==> config.mk <==
export PLATFORM = sky130hd
export DESIGN_NAME = bitop_unit
export DESIGN_NICKNAME = d
export VERILOG_FILES = /design/src/rtl/bitop_pkg.sv /design/src/rtl/bitop_mask.sv /design/src/rtl/bitop_datapath.sv /design/src/rtl/bitop_flags.sv /design/src/rtl/bitop_unit.sv
export SDC_FILE = /design/constraint.sdc
export NUM_CORES = 1
export LEC_CHECK = 0
export ABC_AREA = 1
export CAP_MARGIN = 40
export CORE_AREA = 2 2 56 84
export DETAILED_ROUTE_END_ITERATION = 8
export DIE_AREA = 0 0 58 86
export SLEW_MARGIN = 20
export SYNTH_ARGS = -nofsm -noshare
export SYNTH_HDL_FRONTEND = slang
export SYNTH_SLANG_ARGS = --single-unit
export TNS_END_PERCENT = 1
==> constraint.sdc <==
create_clock -name clk -period 0.81 [get_ports clk]
set_clock_uncertainty 0.2 [all_clocks]
set_input_delay 0.243 -clock clk [delete_from_list [all_inputs] [get_ports clk]]
set_output_delay 0.243 -clock clk [all_outputs]
set_load 0.03 [all_outputs]
==> src/rtl/bitop_pkg.sv <==
package bitop_pkg;

  typedef enum logic [3:0] {
    BOP_SET  = 4'd0,
    BOP_CLR  = 4'd1,
    BOP_FLIP = 4'd2,
    BOP_TEST = 4'd3,
    BOP_LDC  = 4'd4,
    BOP_LDCN = 4'd5,
    BOP_STC  = 4'd6,
    BOP_STCN = 4'd7,
    BOP_ANDC = 4'd8,
    BOP_ANDN = 4'd9,
    BOP_ORC  = 4'd10,
    BOP_ORN  = 4'd11,
    BOP_XORC = 4'd12,
    BOP_XORN = 4'd13
  } bop_e;

  function automatic logic bop_writes(input logic [3:0] code);
    return (code == BOP_SET) || (code == BOP_CLR) || (code == BOP_FLIP) ||
           (code == BOP_STC) || (code == BOP_STCN);
  endfunction

  function automatic logic bop_touches_c(input logic [3:0] code);
    return (code == BOP_LDC) || (code == BOP_LDCN) ||
           ((code >= BOP_ANDC) && (code <= BOP_XORN));
  endfunction

endpackage

==> src/rtl/bitop_mask.sv <==
module bitop_mask #(
  parameter int DATA_W = 8,
  parameter int SEL_W  = 4
) (
  input  logic [SEL_W-1:0]  sel,
  output logic [DATA_W-1:0] mask
);
  localparam int IDX_W = $clog2(DATA_W);

  logic [IDX_W-1:0] idx;
  assign idx = sel[IDX_W-1:0];

  for (genvar i = 0; i < DATA_W; i++) begin : g_dec
    assign mask[i] = (idx == IDX_W'(i));
  end
endmodule

==> src/rtl/bitop_datapath.sv <==
module bitop_datapath
  import bitop_pkg::*;
#(
  parameter int DATA_W = 8
) (
  input  logic [3:0]        code,
  input  logic [DATA_W-1:0] operand,
  input  logic [DATA_W-1:0] mask,
  input  logic              carry,
  output logic [DATA_W-1:0] new_byte,
  output logic              sel_bit
);
  logic [DATA_W-1:0] cleared;

  assign sel_bit = |(operand & mask);
  assign cleared = operand & ~mask;

  always_comb begin
    new_byte = operand;
    case (code)
      BOP_SET:  new_byte = operand | mask;
      BOP_CLR:  new_byte = cleared;
      BOP_FLIP: new_byte = operand ^ mask;
      BOP_STC:  new_byte = cleared | (carry ? mask : '0);
      BOP_STCN: new_byte = cleared | (carry ? '0 : mask);
      default:  new_byte = operand;
    endcase
  end
endmodule

==> src/rtl/bitop_flags.sv <==
module bitop_flags
  import bitop_pkg::*;
(
  input  logic [3:0] code,
  input  logic       sel_bit,
  input  logic       carry,
  input  logic       c_now,
  input  logic       z_now,
  output logic       c_next,
  output logic       z_next
);
  always_comb begin
    c_next = c_now;
    z_next = z_now;
    case (code)
      BOP_TEST: z_next = ~sel_bit;
      BOP_LDC:  c_next = sel_bit;
      BOP_LDCN: c_next = ~sel_bit;
      BOP_ANDC: c_next = carry & sel_bit;
      BOP_ANDN: c_next = carry & ~sel_bit;
      BOP_ORC:  c_next = carry | sel_bit;
      BOP_ORN:  c_next = carry | ~sel_bit;
      BOP_XORC: c_next = carry ^ sel_bit;
      BOP_XORN: c_next = carry ^ ~sel_bit;
      default: ;
    endcase
  end
endmodule

==> src/rtl/bitop_unit.sv <==
module bitop_unit
  import bitop_pkg::*;
#(
  parameter int DATA_W = 8,
  parameter int SEL_W  = 4
) (
  input  logic              clk,
  input  logic              rst_n,
  input  logic              op_valid,
  input  logic [3:0]        op_code,
  input  logic [SEL_W-1:0]  bit_num,
  input  logic [DATA_W-1:0] data_in,
  input  logic              carry_in,
  output logic [DATA_W-1:0] result_byte,
  output logic              wr_stb,
  output logic              flag_c,
  output logic              flag_z
);
  // reset: asserted asynchronously, released on a clock edge
  logic [1:0] rst_pipe;
  logic       rst_q_n;

  always_ff @(posedge clk or negedge rst_n) begin
    if (!rst_n) rst_pipe <= 2'b00;
    else        rst_pipe <= {rst_pipe[0], 1'b1};
  end
  assign rst_q_n = rst_pipe[1];

  logic [DATA_W-1:0] mask;
  logic [DATA_W-1:0] new_byte;
  logic              sel_bit;
  logic              c_next, z_next;
  logic              do_write;

  bitop_mask #(.DATA_W(DATA_W), .SEL_W(SEL_W)) u_mask (
    .sel  (bit_num),
    .mask (mask)
  );

  bitop_datapath #(.DATA_W(DATA_W)) u_dp (
    .code     (op_code),
    .operand  (data_in),
    .mask     (mask),
    .carry    (carry_in),
    .new_byte (new_byte),
    .sel_bit  (sel_bit)
  );

  bitop_flags u_flags (
    .code    (op_code),
    .sel_bit (sel_bit),
    .carry   (carry_in),
    .c_now   (flag_c),
    .z_now   (flag_z),
    .c_next  (c_next),
    .z_next  (z_next)
  );

  assign do_write = op_valid && bop_writes(op_code);

  // next-state
  logic [DATA_W-1:0] byte_d;
  logic              stb_d, c_d, z_d;

  always_comb begin
    byte_d = result_byte;
    stb_d  = 1'b0;
    c_d    = flag_c;
    z_d    = flag_z;
    if (op_valid) begin
      c_d = c_next;
      z_d = z_next;
    end
    if (do_write) begin
      byte_d = new_byte;
      stb_d  = 1'b1;
    end
  end

  // registers
  always_ff @(posedge clk or negedge rst_q_n) begin
    if (!rst_q_n) begin
      result_byte <= '0;
      wr_stb      <= 1'b0;
      flag_c      <= 1'b0;
      flag_z      <= 1'b0;
    end else begin
      wr_stb <= stb_d;
      if (op_valid) begin
        flag_c <= c_d;
        flag_z <= z_d;
      end
      if (do_write) result_byte <= byte_d;
    end
  end

  // checks
  p_strobe_src_r9: assert property (@(posedge clk) disable iff (!rst_q_n)
    wr_stb |-> ($past(op_valid) && bop_writes($past(op_code))));

  p_idle_hold_r9: assert property (@(posedge clk) disable iff (!rst_q_n)
    !$past(op_valid) |-> (!wr_stb && $stable(result_byte) && $stable(flag_c) && $stable(flag_z)));

  p_one_bit_r3: assert property (@(posedge clk) disable iff (!rst_q_n)
    wr_stb |-> ($countones(result_byte ^ $past(data_in)) <= 1));

  p_z_hold_r8: assert property (@(posedge clk) disable iff (!rst_q_n)
    !($past(op_valid) && ($past(op_code) == BOP_TEST)) |-> $stable(flag_z));

  p_c_hold_r8: assert property (@(posedge clk) disable iff (!rst_q_n)
    !($past(op_valid) && bop_touches_c($past(op_code))) |-> $stable(flag_c));

  p_test_nowr_r4: assert property (@(posedge clk) disable iff (!rst_q_n)
    ($past(op_valid) && ($past(op_code) == BOP_TEST)) |-> !wr_stb);

endmodule

### Word level (Yosys, flattened, before mapping)

Cells that the tools add are included.

* bits of input ports: 20
* flip-flop bits (word level): 13
* output and inout port bits: 11
* logic and storage cells: 55

* muxes and demuxes: 5
* bitwise gates (word level): 14
* reduce and logical (&&, ||, !) cells: 11
* equality and inequality tests: 20

Operators by type and width (count)
* case mux 8 bit (5 select lines): 1
* equality test 4 bit, second input constant: 6
* OR 8 bit: 3
* AND 8 bit: 2
* equality test 4 x 3 -> 1 bit, second input constant: 4
* two-way mux 8 bit: 2
* equality test 3 bit, second input constant: 4
* equality test 4 x 2 -> 1 bit, second input constant: 2
* inverter 8 bit: 1
* case mux 1 bit (8 select lines): 1
* nonzero test 8 bit: 1
* OR reduction 8 bit: 1
* XOR 8 bit: 1
* equality test 3 x 2 -> 1 bit, second input constant: 2
* equality test 4 x 1 -> 1 bit, second input constant: 1
* zero test 4 bit: 1
* logical OR 1 bit: 4
* AND reduction 2 bit: 2
* equality test 3 x 1 -> 1 bit, second input constant: 1
* zero test 3 bit: 1
* AND 1 bit: 2
* OR 1 bit: 2
* XOR 1 bit: 2
* logical AND 1 bit: 1
* 2 further kinds: 2

### Longest topological paths before layout

* depth in word-level cells: 7
* mapped depth: 13
* gate-level depth less buffers: 13

### Modules after synthesis

From an unflattened synthesis, not the netlist that was laid out.

* cell total of the unflattened synthesis: 220
* area, all modules: 1511.4 µm²

Modules (own cells, without submodules)
* bitop_datapath: sequential area each 0.0 µm², cells each 125, instances 1, area each 802.0 µm²
* bitop_unit: sequential area each 325.3 µm², cells each 52, instances 1, area each 530.5 µm²
* bitop_flags: sequential area each 0.0 µm², cells each 28, instances 1, area each 122.6 µm²
* bitop_mask: sequential area each 0.0 µm², cells each 15, instances 1, area each 56.3 µm²

### Worst setup path before layout

OpenSTA, ideal clock, no wires.

* kind: input-to-reg
* start: input bit_num[2]
* end: register flag_c
* data required time: 493 ps
* cell stages on the path: 12
* path buffers: 0
* data arrival time: 1313 ps
* setup time: 117 ps
* setup slack: -819 ps
* cell sequence: inv_1 > nor3_1 > ha_1 > nor2_1 > nand2_1 > nor2_1 > inv_1 > nor2_1 > nor2_1 > nand3_1 > nand2_1 > nand2_1

* word-level cells in the longest chain between the ends: 6
* elaborated cells between the ends (all ways): 18
* those cells by class: 7 x eq/ne; 1 x mux; 8 x bitwise; 2 x reduce/logical

RTL lines
* from (decl): RTL line bitop_unit.sv:11 `input logic [SEL_W-1:0] bit_num,`
* equality test 3 x 1 -> 1 bit, or another cell as far along: RTL line bitop_mask.sv:14 `assign mask[i] = (idx == IDX_W'(i));`
* AND 8 bit *: RTL line bitop_datapath.sv:15 `assign sel_bit = |(operand & mask);`
* OR reduction 8 bit *: RTL line bitop_datapath.sv:15
* inverter 1 bit
* XOR 1 bit, or another cell as far along: RTL line bitop_flags.sv:24 `BOP_XORN: c_next = carry ^ ~sel_bit;`
* case mux 1 bit (8 select lines) *: RTL line bitop_flags.sv:15 `case (code)`
* to (signal assigned): RTL line bitop_unit.sv:85 `flag_c <= 1'b0;`
* to (signal assigned): RTL line bitop_unit.sv:90 `flag_c <= c_d;`
* to (decl): RTL line bitop_unit.sv:16 `output logic flag_c,`

Mark *: on every way between the ends. The rest lies on a longest branch, timed or not.
A chain may end at the register's enable or synchronous reset.

### Worst setup path in the final report

* start: input bit_num[0]
* end: register flag_c

The elaborated chain is that of the path after synthesis.

==> summary.md <==
| Metric | Value |
|---|---|
| Layout cell share with drive strength beyond 1 | 0.408 |
| Initial antenna violation count | 0 |
| Part of the power in combinational logic | 0.496 |
| Final Hold Vio Count | 13 |
| Maxcap violations | 0 |
| R2r startpoint | flag_z |
| Synth unique cells | 20 |
| Syn Area/Cell | 6.78 um2 |
| Largest net degree at the start of global routing | 12 |
| Final setup violation count | 22 |
| Crit path buffers/inverters | 3 |
| Design area | 2350 um2 |
| Synth Warn # | 0 |
| Setup ws final | -0.776 ns |
| Clock Latency Late Sink | between 0.2 and 0.25 ns |
| Nets | 339 |
| Slowest stage delay, CP | between 0.15 and 0.2 ns |
| Core Region | roughly 4200 um2 |
| Aggregate global routing overflow | 0 |
| Clock share of power | 0.200 |
| Die width | 58 um |
| Fillers | 418 |
| Total Wirelength | around 3700 um |
| Drt drc | 0 |
| Vias per cell | approximately 4.5 |
| CP Launch Type | input pin |
| Failing checks | negative hold slack, negative setup slack |
| Global-route wire length before repair | about 6800 um |
| Root Driver | clkbuf_8 |
| N_diodes | 0 |
| PortBufs | 29 |
| Register area share after synthesis | 0.225 |
| Top post-synthesis cells by area | dfrtp_1 23%, ha_1 21%, nand2_1 12% |
| Syn Nets | between 200 and 300 |
| Dpl cell area | about 2100 um2 |
| Placer Congestion | ~0.88 |
| Storage cell area | 325 um2 |
| Critical Path RT | approximately 0.74 ns |
| Crit path arrival time | 1.51 ns |
| Cts bufs inserted | 3 |
| R2R Path End | flag_z |
| Max H-tree Level | 1 |
| Outcome | complete, but fails checks |
| Initial DRC count | 8 |
| Slew Viols, Final | 0 |
| Most instantiated cells after synthesis | 46 x nand2_1, 41 x inv_1, 28 x nor2_1 |
| Vias in the first global route | 1,565 |
| Critical Path Start | bit_num[0] |
| Multi-input gate area | 1080 um2 |
| Total track usage | 0.169 |
| Cell accounting for the most synthesized area | dfrtp_1 |
| DRT Pass-1 Iters | 4 |
| Max Freq | between 600 and 700 MHz |
| Sw frac | 0.366 |
| CP delay by family, top | simple AND/OR/NAND/NOR gates |
| Post-route ant nets | 0 |
| Dominant synthesized flop cell | dfrtp_1 |
| Final period utilization | 1.96 |
| Max VDD drop | around 0.0012 V |
| CP Capture Type | flip-flop |
| RSZ-0062 raised after global routing | yes |
| Most used cell, CP | nand3_1 |
| Worst-path cell chain | buf_8, clkinvlp_4, nand3_2, inv_1, ha_1, nor2_2, nand2_2, nor2_4, nand3_1, nand3_1, nand3_1, nand2_1, nand2_1 |
| Count leader, synth | nand2_1 |
| HP Class | reg2async |
| Lkg Pwr | roughly 1.2 nW |
| Critical Setup Path Class | in2reg |
| CTS tree | done |
| R2r worst-path depth | 3 |
| Slowest CP cell | ha_1 |
| Num rows | 29 |
| Crit Path Max Fanout | 5 |
| Switching Power | 1.02 mW |
| Wire per inst | about 11 um |
| R2r setup slk | -0.14 ns |
| Clock buffer depth | 2 |
| Fraction of registers with async set or reset after synthesis | 1.00 |
| Power density cells | 1180 nW/um2 |
| Share of power burned in registers | 0.304 |
| Worst-path clk slew | 0.05 ns |
| Fin crit period | between 1.5 and 2 ns |
| Area grow syn2layout | 62.7% |
| Synthesis-stage register bit count | 13 |
| Internal power | approximately 1.8 mW |
| Cells after synthesis | around 210 |
| Detailed placement HPWL | slightly above 3000 um |
| Yosys top cell area share | 0.225 |
| Initial core utilization | 0.343 |
| Total power | 2.77 mW |
| CTS Sinks | 13 |
| Number of enable flip-flop cells after synthesis | 0 |
| DIE AREA | approximately 5000 um2 |
| Routed vias | 1,541 |
| Final Util | 0.558 |
| Hold slack | -0.0422 ns |
| Synthesized area | between 1000 and 1500 um2 |
| Die H | 86 um |
| # IOs | 31 |
## flip-flops by register name (all words and copies together), names as in the netlist
| register | flops |
|---|---|
| result_byte | 8 |
| rst_pipe | 2 |
| flag_z | 1 |
| wr_stb | 1 |
| flag_c | 1 |
## repair_timing
action | CTS | global route
gates resized for setup | 73 | 12
buffers inserted | 2 | 0
pin swaps | 22 | 8
hold endpoints to repair | 13 | 13
setup endpoints to repair | 22 | 22
## worst max path at each step
| stage | endpoint | cells after the start |
|---|---|---|
| finish | flag_c | 13 |
| detailed placement | flag_c | 13 |
| CTS | flag_c | 13 |
| floorplan | flag_c | 12 |
| global route | flag_c | 13 |
| global placement | result_byte[1] | 10 |
## kinds of logic after synthesis
family | Yosys count | share of synthesized area
buf+inv | 45 | 0.126
simple gates | 102 | 0.301
fa+ha+maj | 24 | 0.208
other cells | 1 | 0.00260
xor+xnor | 1 | 0.0113
compound gates | 27 | 0.127
flops | 13 | 0.225
## metal layers
metal / part of all wire / vias to the layer above / track usage
met2: 0.54 / 21 / 0.309
met3: 0.021 / 4 / 0.0106
met4: 0.010 / 0 / 0.0592
li1: - / 820 / -
met5: 0 / - / 0
met1: 0.43 / 696 / 0.204
## stage by stage
stage	hold slack (ns)	TNS (ns)	setup WS (ns)	cells
3_3_place_gp	-0.0458	-16.39	-1.48	334
5_1_grt	-0.0381	-13.12	-0.907	340
6_report	-0.0422	-11.67	-0.776	340
3_5_place_dp	-0.0398	-16.85	-1.56	334
2_1_floorplan	-0.253	-8.31	-0.797	213
4_1_cts	-0.0340	-11.82	-0.779	340
## layout make-up
class / count / share of cell area
repair buffers: 78 / 0.282
multi-input cells: 155 / 0.460
inverters: 44 / 0.0761
well taps: 46 / 0.0245
clock buffers: 4 / 0.0192
flip-flops and latches: 13 / 0.138
## power by group through the flow
| stage | registers, mW | clock network [mW] | logic [mW] |
|---|---|---|---|
| 6_report | 0.842 | 0.556 | 1.38 |
| 5_1_grt | 0.859 | 0.605 | 1.51 |
| 4_1_cts | 0.846 | 0.566 | 1.36 |
| 3_5_place_dp | 0.836 | 0 | 1.26 |
| 3_3_place_gp | 0.833 | 0 | 1.24 |
| 2_1_floorplan | 1.06 | 0 | 0.429 |
## placed cells by master (no fill, tap or decap), types with 7 or more instances in the layout
cell type | Yosys | final
buf_6 | 0 | 15
nand3_1 | 12 | 11
inv_1 | 41 | 35
a21oi_2 | 7 | 7
nor2_1 | 28 | 24
buf_4 | 0 | 45
dfrtp_1 | 13 | 13
dlygate4sd2_1 | 0 | 9
nand2_1 | 46 | 43
ha_1 | 24 | 19
No activity file was read; power rests on OpenSTA's default activity.
